$ cat config.mk
export PLATFORM = sky130hd
export DESIGN_NAME = lcell_top
export DESIGN_NICKNAME = d
export VERILOG_FILES = /design/src/rtl/lcell_pkg.sv /design/src/rtl/lcell_cfg_chain.sv /design/src/rtl/lcell_lut.sv /design/src/rtl/lcell_carry.sv /design/src/rtl/lcell_store.sv /design/src/rtl/lcell_top.sv
export SDC_FILE = /design/constraint.sdc
export NUM_CORES = 1
export LEC_CHECK = 0
export BUFFER_PORTS_ARGS = -buffer_cell sky130_fd_sc_hd__buf_4
export CAP_MARGIN = 20
export CELL_PAD_IN_SITES_DETAIL_PLACEMENT = 0
export CELL_PAD_IN_SITES_GLOBAL_PLACEMENT = 1
export CORE_MARGIN = 2
export CORE_UTILIZATION = 44
export DETAILED_ROUTE_END_ITERATION = 12
export MAX_ROUTING_LAYER = met4
export PLACE_DENSITY = 0.79
export SLEW_MARGIN = 25
export SYNTH_ARGS = -nofsm -noshare
export SYNTH_HDL_FRONTEND = slang
export SYNTH_SLANG_ARGS = --single-unit
export TNS_END_PERCENT = 10
$ cat constraint.sdc
create_clock -name clk -period 3.37 [get_ports clk]
set_input_delay 1.011 -clock clk [delete_from_list [all_inputs] [get_ports clk]]
set_output_delay 1.011 -clock clk [all_outputs]
set_load 0.02 [all_outputs]
$ cat src/rtl/lcell_pkg.sv
// Shared constants and types for the configurable logic cell.
// Assumes a 4-input lookup table; the word layout is derived from it.
package lcell_pkg;
    localparam int LUT_K    = 4;
    localparam int LUT_BITS = 1 << LUT_K;
    localparam int MODE_W   = 3;
    localparam int MODE_LSB = LUT_BITS;
    localparam int SRV_BIT  = MODE_LSB + MODE_W;
    localparam int OSEL_BIT = SRV_BIT + 1;
    localparam int CFG_W    = OSEL_BIT + 1;

    typedef enum logic [MODE_W-1:0] {
        SM_D     = 3'b000,
        SM_T     = 3'b001,
        SM_JK    = 3'b010,
        SM_SR    = 3'b011,
        SM_LATCH = 3'b100
    } stor_mode_e;
endpackage

$ cat src/rtl/lcell_cfg_chain.sv
// Serial configuration register: shifts toward bit 0 when enabled,
// new bit enters at the top, bit 0 is the chain output.
// Assumes a synchronous active-low reset that clears the word.
module lcell_cfg_chain #(
    parameter int WIDTH = 21
) (
    input  logic             clk,
    input  logic             rst_n,
    input  logic             shift_en,
    input  logic             din,
    output logic             dout,
    output logic [WIDTH-1:0] cfg
);
    // Shift register holding the configuration word.
    always_ff @(posedge clk) begin
        if (!rst_n)        cfg <= '0;
        else if (shift_en) cfg <= {din, cfg[WIDTH-1:1]};
    end

    assign dout = cfg[0];

    a_r3_shift_in: assert property (@(posedge clk) disable iff (!rst_n)
        shift_en |=> (cfg[WIDTH-1] == $past(din)) && (cfg[WIDTH-2:0] == $past(cfg[WIDTH-1:1])));
    a_r3_idle_stable: assert property (@(posedge clk) disable iff (!rst_n)
        !shift_en |=> $stable(cfg));
endmodule

$ cat src/rtl/lcell_lut.sv
// Lookup table: a mux tree picks one stored bit using the select inputs.
// Every function passes the same number of mux levels.
module lcell_lut #(
    parameter int K = 4,
    localparam int N = 1 << K
) (
    input  logic [N-1:0] table_bits,
    input  logic [K-1:0] sel,
    output logic         y
);
    // Level l holds N>>l nodes; level 0 is the stored table.
    logic [N-1:0] lvl [0:K];
    assign lvl[0] = table_bits;

    genvar l, n;
    generate
        for (l = 0; l < K; l++) begin : g_lvl
            for (n = 0; n < (N >> (l + 1)); n++) begin : g_node
                assign lvl[l+1][n] = sel[l] ? lvl[l][2*n+1] : lvl[l][2*n];
            end
            if ((N >> (l + 1)) < N) begin : g_pad
                assign lvl[l+1][N-1:(N >> (l + 1))] = '0;
            end
        end
    endgenerate

    assign y = lvl[K][0];
endmodule

$ cat src/rtl/lcell_carry.sv
// Carry stage: the lookup result steers a 2:1 mux between carry-in
// and the generate operand; the sum is lookup XOR carry-in.
module lcell_carry (
    input  logic prop,
    input  logic gen,
    input  logic cin,
    output logic sum,
    output logic cout
);
    assign cout = prop ? cin : gen;
    assign sum  = prop ^ cin;
endmodule

$ cat src/rtl/lcell_store.sv
// Mode-selectable storage element: D, T, JK, SR flip-flop or a latch
// emulated on the clock (transparent while the gate is open).
// Priority: reset, configuration hold, set/reset, clock enable.
module lcell_store
    import lcell_pkg::*;
(
    input  logic       clk,
    input  logic       rst_n,
    input  logic       hold,
    input  logic       sr,
    input  logic       sr_val,
    input  logic       ce,
    input  stor_mode_e mode,
    input  logic       fn,
    input  logic       aux,
    output logic       q_view
);
    logic q;
    logic nxt;

    // Next-state function for the configured mode.
    always_comb begin
        case (mode)
            SM_D:     nxt = fn;
            SM_T:     nxt = q ^ fn;
            SM_JK: begin
                case ({fn, aux})
                    2'b10:   nxt = 1'b1;
                    2'b01:   nxt = 1'b0;
                    2'b11:   nxt = ~q;
                    default: nxt = q;
                endcase
            end
            SM_SR: begin
                case ({fn, aux})
                    2'b10:   nxt = 1'b1;
                    2'b01:   nxt = 1'b0;
                    default: nxt = q;
                endcase
            end
            SM_LATCH: nxt = fn;
            default:  nxt = q;
        endcase
    end

    // State register with its priority chain.
    always_ff @(posedge clk) begin
        if (!rst_n)    q <= 1'b0;
        else if (hold) q <= q;
        else if (sr)   q <= sr_val;
        else if (ce)   q <= nxt;
    end

    // Latch transparency bypasses the register while the gate is open.
    assign q_view = (mode == SM_LATCH && ce && !sr && !hold) ? fn : q;

    a_r10_hold_keeps: assert property (@(posedge clk) disable iff (!rst_n)
        hold |=> $stable(q));
    a_r9_sr_loads: assert property (@(posedge clk) disable iff (!rst_n)
        (!hold && sr) |=> (q == $past(sr_val)));
    a_r5_toggle: assert property (@(posedge clk) disable iff (!rst_n)
        (mode == SM_T && ce && fn && !sr && !hold) |=> (q != $past(q)));
    a_r7_both_hold: assert property (@(posedge clk) disable iff (!rst_n)
        (mode == SM_SR && ce && fn && aux && !sr && !hold) |=> $stable(q));
    a_r6_jk_toggle: assert property (@(posedge clk) disable iff (!rst_n)
        (mode == SM_JK && ce && fn && aux && !sr && !hold) |=> (q != $past(q)));
endmodule

$ cat src/rtl/lcell_top.sv
// Configurable logic cell: serial configuration, 4-input lookup table,
// carry stage and mode-selectable storage with an output select.
// Assumes one clock for configuration and user logic.
module lcell_top
    import lcell_pkg::*;
(
    input  logic clk,
    input  logic rst_n,
    input  logic cfg_shift_en,
    input  logic cfg_din,
    output logic cfg_dout,
    input  logic in_a,
    input  logic in_b,
    input  logic in_c,
    input  logic in_d,
    input  logic carry_in,
    input  logic sr_in,
    input  logic ce,
    output logic lut_out,
    output logic sum_out,
    output logic carry_out,
    output logic cell_out
);
    logic [CFG_W-1:0] cfg;
    logic             q_view;
    stor_mode_e       mode;

    lcell_cfg_chain #(.WIDTH(CFG_W)) u_cfg (
        .clk      (clk),
        .rst_n    (rst_n),
        .shift_en (cfg_shift_en),
        .din      (cfg_din),
        .dout     (cfg_dout),
        .cfg      (cfg)
    );

    lcell_lut #(.K(LUT_K)) u_lut (
        .table_bits (cfg[LUT_BITS-1:0]),
        .sel        ({in_d, in_c, in_b, in_a}),
        .y          (lut_out)
    );

    lcell_carry u_carry (
        .prop (lut_out),
        .gen  (in_a),
        .cin  (carry_in),
        .sum  (sum_out),
        .cout (carry_out)
    );

    assign mode = stor_mode_e'(cfg[MODE_LSB +: MODE_W]);

    lcell_store u_store (
        .clk    (clk),
        .rst_n  (rst_n),
        .hold   (cfg_shift_en),
        .sr     (sr_in),
        .sr_val (cfg[SRV_BIT]),
        .ce     (ce),
        .mode   (mode),
        .fn     (lut_out),
        .aux    (in_d),
        .q_view (q_view)
    );

    // Output select between storage and the combinational result.
    assign cell_out = cfg[OSEL_BIT] ? q_view : lut_out;

    a_r2_carry_agree: assert property (@(posedge clk) disable iff (!rst_n)
        (in_a == carry_in) |-> (carry_out == in_a));
    a_r11_comb_path: assert property (@(posedge clk) disable iff (!rst_n)
        !cfg[OSEL_BIT] |-> (cell_out == lut_out));
endmodule

### Word-level counts from Yosys, hierarchy flattened

Index checks and enable logic that the tools add are counted.

| word-level totals | value |
|---|---|
| register bits after elaboration | 22 |
| input bits | 11 |
| output and inout port bits | 5 |

| cells by class | value |
|---|---|
| eq/ne operators | 9 |
| mux-type cells | 23 |
| bitwise gates (word level) | 4 |
| reduce and logical (&&, ||, !) cells | 10 |

Operators by type and width:

| kind | number |
|---|---|
| 2-to-1 mux 1 bit | 20 |
| == test 3 x 2 -> 1 bit, second input constant | 2 |
| inequality test 5 x 2 -> 1 bit, second input constant | 1 |
| AND reduction 5 bit | 1 |
| nonzero test 5 bit | 1 |
| == test 2 bit, second input constant | 2 |
| inequality test 4 x 2 -> 1 bit, second input constant | 1 |
| one-hot mux 1 bit (4 select lines) | 1 |
| == test 3 x 1 -> 1 bit, second input constant | 1 |
| == test 3 bit, second input constant | 1 |
| logical AND 1 bit | 3 |
| zero test 3 bit | 1 |
| one-hot mux 1 bit (3 select lines) | 1 |
| == test 2 x 1 -> 1 bit, second input constant | 1 |
| zero test 1 bit | 2 |
| inverter 1 bit | 2 |
| one-hot mux 1 bit (2 select lines) | 1 |
| nonzero test 2 bit | 1 |
| OR reduction 2 bit | 1 |
| bitwise XOR 1 bit | 2 |

### Logic depth before layout (Yosys ltp)

Gate-level depths: netlist of run 1.

| logic depth | value |
|---|---|
| depth in word-level cells | 9 |
| gate-level depth with buffers | 6 |
| gate-level depth less buffers | 5 |

### By module

From an unflattened synthesis of run 1, not the netlist that was laid out.

| unflattened totals | value |
|---|---|
| cells, all modules | 102 |
| area total of the unflattened synthesis | 1177.4 um2 |

Modules (own cells, without submodules):

| module | instances | cells an instance | area each (um2) |
|---|---|---|---|
| lcell_cfg_chain | 1 | 69 | 828.3 |
| lcell_store | 1 | 23 | 175.2 |
| lcell_lut | 1 | 7 | 135.1 |
| lcell_carry | 1 | 2 | 23.8 |
| lcell_top | 1 | 1 | 15.0 |

### Worst setup path after synthesis of run 1

OpenSTA, ideal clock, no wires.

| path | value |
|---|---|
| kind | input port to output port |
| from | input in_c |
| to | output carry_out |
| arrival time | 2.498 ns |
| required time | 2.359 ns |
| path slack | -0.139 ns |
| stages | 5 |
| cells stage by stage | buf_6 mux2i_1 mux4_2 mux2i_4 mux2_1 |

| between the ends | value |
|---|---|
| word-level cells in the longest chain between the ends | 3 |

RTL lines:

| what | RTL line | source |
|---|---|---|
| start: declaration | lcell_top.sv:14 | `input logic in_c,` |
| 2-to-1 mux 1 bit | lcell_lut.sv:19 | `assign lvl[l+1][n] = sel[l] ? lvl[l][2*n+1] : lvl[l][2*n];` |
| 2-to-1 mux 1 bit (*) | lcell_lut.sv:19 |  |
| named net lut_out | lcell_top.sv:19 | `output logic lut_out,` |
| 2-to-1 mux 1 bit (*) | lcell_carry.sv:10 | `assign cout = prop ? cin : gen;` |
| end: declaration | lcell_top.sv:21 | `output logic carry_out,` |

The timed path passes the listed nets; every way through them passes the cells marked *.

### Worst setup path after layout of run 1

| path | value |
|---|---|
| from | input in_c |
| to | output carry_out |

| between the ends | value |
|---|---|
| word-level cells in the longest chain between the ends | 3 |

RTL lines:

| what | RTL line |
|---|---|
| 2-to-1 mux 1 bit | lcell_lut.sv:19 |
| 2-to-1 mux 1 bit (*) | lcell_lut.sv:19 |
| 2-to-1 mux 1 bit (*) | lcell_carry.sv:10 |

Every way passes the cells marked *; elsewhere a longest branch is shown, timed or not.

==> run metrics, run 1 <==
outcome complete, but fails checks; violated checks setup timing; mapped cell area 0.00122 mm^2; worst-path fanout max 8; Max clock buf depth 2; Via Count 855; die area 0.00321 mm^2; diode count 0; CTS buffer count 3; Area Growth Syn to Fin 18.6%; CTS tree built; Pleak 0.568 nW; synthesized instance count between 100 and 150; Post-synth top cells mux2i_1, dfxtp_1, nor2b_1; top area cells in the synthesized netlist dfxtp_1, mux2i_1, nor2b_1; Iter 0 DRT Violations 6; initial antenna violation count 0; worst hold path depth 2; Slew @ Worst Pin 0.371 ns; Crit path required time 2.36 ns; utilization after layout 0.538; die width between 50 and 60 um; DRC viols 0; layout cells sized above 1 0.254; Port Buffer Count 15; critical path type input pin to output pin; Core Area 0.00269 mm^2; syn nets 124; Pre-antenna DRT Iters 4; FF-to-FF setup slack 1.63 ns; Synth cell types 29; clk sinks 22; count of pins over their slew limit 0; PD cells 322 mW/mm^2; total congestion overflow 0; Inst Count DP 157; GPL Wtd Cong approximately 0.81; Die Y 56.7 um; clock latency at the later pin of the worst-skew pair 0.31 ns; Hold WC Path Type flop to flop; peak supply drop approximately 0.00022 V; vias per cell 5.31; root buf cell clkbuf_4; starting density of the core 0.454; largest net degree at the start of global routing 25; FP Rows 19; Layout Cells excl Fill 161; critical path capture point type output pin; clock-pin slew on the worst setup and hold paths 0.11 ns; H-tree depth 1; final period utilization 1.03; Final Power between 0.4 and 0.5 mW; Synth top area share 0.361; Rel. slew slack 0.753; Avg WL per Cell around 14 um; FMAX 287 MHz; register area share after synthesis 0.361; number of global-route vias before repair between 800 and 900; Async S/R FF share, synth 0; #FFs+latches synth 22; Final Skew 0.00716 ns; setup ws final -0.116 ns; hpwl dp 1.77 mm; unrepaired setup endpoints after global routing true; Ys Warns 0; minimum clock period 3.49 ns; first-pass GRT wire length roughly 4 mm; count leader, synth mux2i_1; Routed Antenna Nets 0; # IOs 16; Post-CTS Hold Buffers 0; Overall Global Routing Usage 0.167; ys flop type dfxtp_1; Total Wirelength 2.31 mm; R2R cell count 6; final setup violation count 2; fin nets 142; cell taking the most area after synthesis dfxtp_1; EDFF count, synth 0; maxcap violations 0; crit start category input pin; Syn Area/Cell 10.8 um^2; final hold violations 0; Arr. time, crit path roughly 2.5 ns
## state kept, by name, indices dropped and copies added, names as in the netlist
signal,count
u_store.q,1
u_cfg.cfg,21
## cells in the final DEF, fill, tap and decap left out
| master | instances |
|---|---|
| a211oi_2 | 1 |
| a21oi_1 | 2 |
| a22oi_1 | 1 |
| buf_12 | 1 |
| buf_4 | 15 |
| buf_6 | 3 |
| clkbuf_4 | 3 |
| clkbuf_8 | 1 |
| dfxtp_1 | 22 |
| inv_1 | 2 |
| mux2_2 | 1 |
| mux2_4 | 1 |
| mux2i_1 | 30 |
| mux2i_2 | 1 |
| mux2i_4 | 1 |
| mux4_1 | 1 |
| mux4_2 | 3 |
| nand2_1 | 1 |
| nand2b_1 | 2 |
| nand3_1 | 1 |
| nor2_1 | 1 |
| nor2b_1 | 22 |
| nor3_1 | 2 |
| nor3b_1 | 1 |
| nor4b_2 | 1 |
| o211ai_1 | 1 |
| o21ai_0 | 4 |
| o221ai_1 | 1 |
| o31ai_1 | 1 |
| or3_1 | 1 |
| xnor2_1 | 1 |
| xor2_2 | 1 |
## metrics by stage
step	setup slack, ns	TNS [ns]	hold WS (ns)	cell area (um^2)
finish	-0.116	-0.167	0.546	1450
global route	-0.156	-0.317	0.571	1450
CTS	-0.111	-0.201	0.553	1440
detailed placement	-0.173	-0.313	0.536	1380
global placement	-0.110	-0.185	0.522	1380
floorplan	-0.0855	-0.0942	0.498	1240
## logic make-up (layout without fill, tap and decap cells)
logic type	after synthesis	in the layout	share of synthesized area
multiplexers	38	38	0.368
AO/OA/AOI/OAI	11	11	0.0605
XOR/XNOR	2	2	0.0144
flip-flops	22	22	0.361
AND/OR/NAND/NOR	32	32	0.165
buffers and inverters	8	25	0.0308
## where the power goes
| group | switching (mW) | internal [mW] |
|---|---|---|
| combinational | 0.0250 | 0.0310 |
| clock | 0.0787 | 0.0660 |
| sequential | 0.00322 | 0.262 |
## final cells by class
class	count	area [um^2]
flip-flops and latches	22	440
repair buffers	19	166
multi-input cells	83	757
clock buffers	4	36.3
fillers	263	1240
well taps	31	38.8
inverters	2	7.51
## per-layer routing
layer / track usage / wire length (um) / vias up
li1: - / - / 439
met1: 0.202 / 1040 / 397
met2: 0.274 / 1160 / 15
met3: 0.0276 / 72 / 4
met4: 0.0680 / 36 / 0
met5: - / 0 / -
## worst max-delay path: stages
cell and delay [ns]:
buf_12 0.12, mux2i_2 0.15, mux4_2 0.51, mux2i_4 0.21
mux2_4 0.33, buf_6 0.13
## repair_timing
item	CTS	global route
buffers inserted	0	0
hold endpoints to repair	0	0
setup endpoints to repair	3	3
gates resized for setup	5	2
pin swaps	0	1
## worst paths after layout
check | from | end
setup / recovery | in_c | carry_out
setup reg to reg | u_cfg.cfg[11] | u_store.q
hold / removal | u_cfg.cfg[6] | u_cfg.cfg[6]
hold reg to reg | u_cfg.cfg[6] | u_cfg.cfg[6]
Power figures use the tool's default switching activity.
==> run 2, diff against run 1 <==
--- a/config.mk
+++ b/config.mk
@@ -5,7 +5,7 @@
 export SDC_FILE = /design/constraint.sdc
 export NUM_CORES = 1
 export LEC_CHECK = 0
-export BUFFER_PORTS_ARGS = -buffer_cell sky130_fd_sc_hd__buf_4
+export BUFFER_PORTS_ARGS = -buffer_cell sky130_fd_sc_hd__clkbuf_2
 export CAP_MARGIN = 20
 export CELL_PAD_IN_SITES_DETAIL_PLACEMENT = 0
 export CELL_PAD_IN_SITES_GLOBAL_PLACEMENT = 1
@@ -18,4 +18,3 @@
 export SYNTH_ARGS = -nofsm -noshare
 export SYNTH_HDL_FRONTEND = slang
 export SYNTH_SLANG_ARGS = --single-unit
-export TNS_END_PERCENT = 10
==> run 2 against run 1 <==
- the flow still finishes with violations (setup timing)
- power is 6.7% lower
- count of clock-buffer cells in the layout is 1 lower
- sequential cell count stayed put
- cell area is 2.2% lower
- sequential power hardly changed
- cell count stayed put
==> run metrics, run 2 (same netlist as run 1, synthesis figures left out) <==
outcome complete, but fails checks (unchanged); violated checks setup timing (unchanged); Post-CTS Hold Buffers 0 (unchanged); unrepaired setup endpoints after global routing true (unchanged); Port Buffer Count 15 (unchanged); Reg with most FFs u_cfg.cfg (unchanged); Routed Antenna Nets 0 (unchanged); critical path capture point type output pin (unchanged); fin nets 143 (was 142); first-pass GRT wire length 3.85 mm (was 4.02 mm); maxcap violations 0 (unchanged); hpwl dp 1.71 mm (was 1.77 mm); Arr. time, crit path 2.47 ns (was 2.48 ns); Max clock buf depth 2 (unchanged); clk sinks 22 (unchanged); Total Wirelength 2.24 mm (was 2.31 mm); Final Power 0.435 mW (was 0.466 mW); final setup violation count 2 (unchanged); Gate power share 0.122 (was 0.120); Overall Global Routing Usage 0.156 (was 0.167); FMAX 287 MHz (about the same); final period utilization 1.03 (about the same); commonest non-fill, non-tap cells in the layout mux2i_1, nor2b_1, dfxtp_1 (unchanged); worst-path fanout max 8 (unchanged); Hold WC Path Type flop to flop (unchanged); number of global-route vias before repair 840 (was 882); initial antenna violation count 0 (unchanged); total congestion overflow 0 (unchanged); critical path type input pin to output pin (unchanged); Crit path required time 2.36 ns (about the same); diode count 0 (unchanged); Iter 0 DRT Violations 21 (was 6); count of pins over their slew limit 0 (unchanged); minimum clock period 3.48 ns (was 3.49 ns); die width 56.7 um (unchanged); Layout Cells excl Fill 161 (unchanged); die area 0.00321 mm^2 (unchanged); CTS tree built (unchanged); clock-pin slew on the worst setup and hold paths 0.11 ns (about the same); FP Rows 19 (unchanged); final hold violations 0 (unchanged); Slew @ Worst Pin 0.373 ns (was 0.371 ns); layout cells sized above 1 0.246 (was 0.254); filler cell count 257 (was 263); root buf cell clkbuf_4 (unchanged); clock latency at the later pin of the worst-skew pair 0.30 ns (was 0.31 ns); starting density of the core 0.454 (unchanged); P_int 0.332 mW (was 0.359 mW); commonest non-fill, non-tap cell in the layout mux2i_1 (unchanged); Pre-antenna DRT Iters 4 (unchanged); setup TNS -0.199 ns (was -0.167 ns); vias per cell 5.30 (was 5.31); crit start category input pin (unchanged); Rel. slew slack 0.751 (was 0.753); H-tree depth 1 (unchanged); largest net degree at the start of global routing 25 (unchanged); # IOs 16 (unchanged); Inst Count DP 157 (unchanged); DRC viols 0 (unchanged); GPL Wtd Cong 0.719 (was 0.809); CTS buffer count 3 (unchanged); Reg power frac 0.610 (was 0.570); Core Area 0.00269 mm^2 (unchanged); hold_ws 0.547 ns (was 0.546 ns); Regs by FF count u_cfg.cfg (21), u_store.q (1) (unchanged); Pleak 0.565 nW (was 0.568 nW); PD cells 307 mW/mm^2 (was 322 mW/mm^2); switching share of power 0.236 (was 0.229); Die Y 56.7 um (unchanged); Clock Power Share 0.267 (was 0.310); Area Growth Syn to Fin 16.0% (was 18.6%); Avg WL per Cell 13.9 um (was 14.3 um); peak supply drop 0.000270 V (was 0.000219 V); Via Count 853 (was 855); Final Skew 0.00104 ns (was 0.00716 ns); setup ws final -0.111 ns (was -0.116 ns); max FFs per register 21 (unchanged); Psw 0.103 mW (was 0.107 mW)
## run 2: critical path, cell delays in order
cell	delay (ns)
clkbuf_16	0.14
mux2i_1	0.13
mux4_2	0.52
mux2i_4	0.20
mux2_4	0.32
clkbuf_8	0.15
## run 2: final cells by class
cell class,count,area (um^2),area share
Timing Repair Buffer,20,153,0.108
Tap cell,31,38.8,0.0274
Clock buffer,3,22.5,0.0159
Inverter,2,7.51,0.00531
Multi-Input combinational cell,83,753,0.532
Sequential cell,22,440,0.311
## run 2: path summary, 6_finish.rpt
check                    start           end  slack (ns)  cells after the start
setup / recovery          in_c     carry_out       -0.11                      6
hold / removal    u_cfg.cfg[0]  u_cfg.cfg[0]        0.55                      2
setup reg to reg  u_cfg.cfg[9]     u_store.q        1.54                      7
hold reg to reg   u_cfg.cfg[0]  u_cfg.cfg[0]        0.55                      2
## run 2: what timing repair did
action	in CTS	in global routing
gates resized for setup	7	3
setup buffers	1	0
gates cloned	0	0
endpoints found under the hold margin	0	0
setup endpoints to repair	4	4
## run 2: routing by layer
metal / vias to the layer above / routed length, um / global-route usage
met3: 2 / 70 / 0.0276
li1: 440 / - / -
met4: 0 / 9 / 0.0340
met2: 11 / 1040 / 0.249
met5: - / 0 / -
met1: 400 / 1130 / 0.207
## run 2: through the flow
step,setup slack (ns),utilization,area [um^2]
after global placement,-0.175,0.501,1350
final,-0.111,0.527,1420
after CTS,-0.112,0.526,1410
after detailed placement,-0.220,0.501,1350
after floorplan,-0.0855,-,1240
after global routing,-0.165,0.527,1420
## run 2: power groups by stage
stage                     clock network [mW]  registers, mW  logic (mW)
final                                  0.116          0.265      0.0532
after global routing                   0.134          0.266      0.0571
after global placement                     0          0.271      0.0483
after CTS                              0.122          0.265      0.0537
after detailed placement                   0          0.271      0.0493
after floorplan                            0          0.270      0.0364
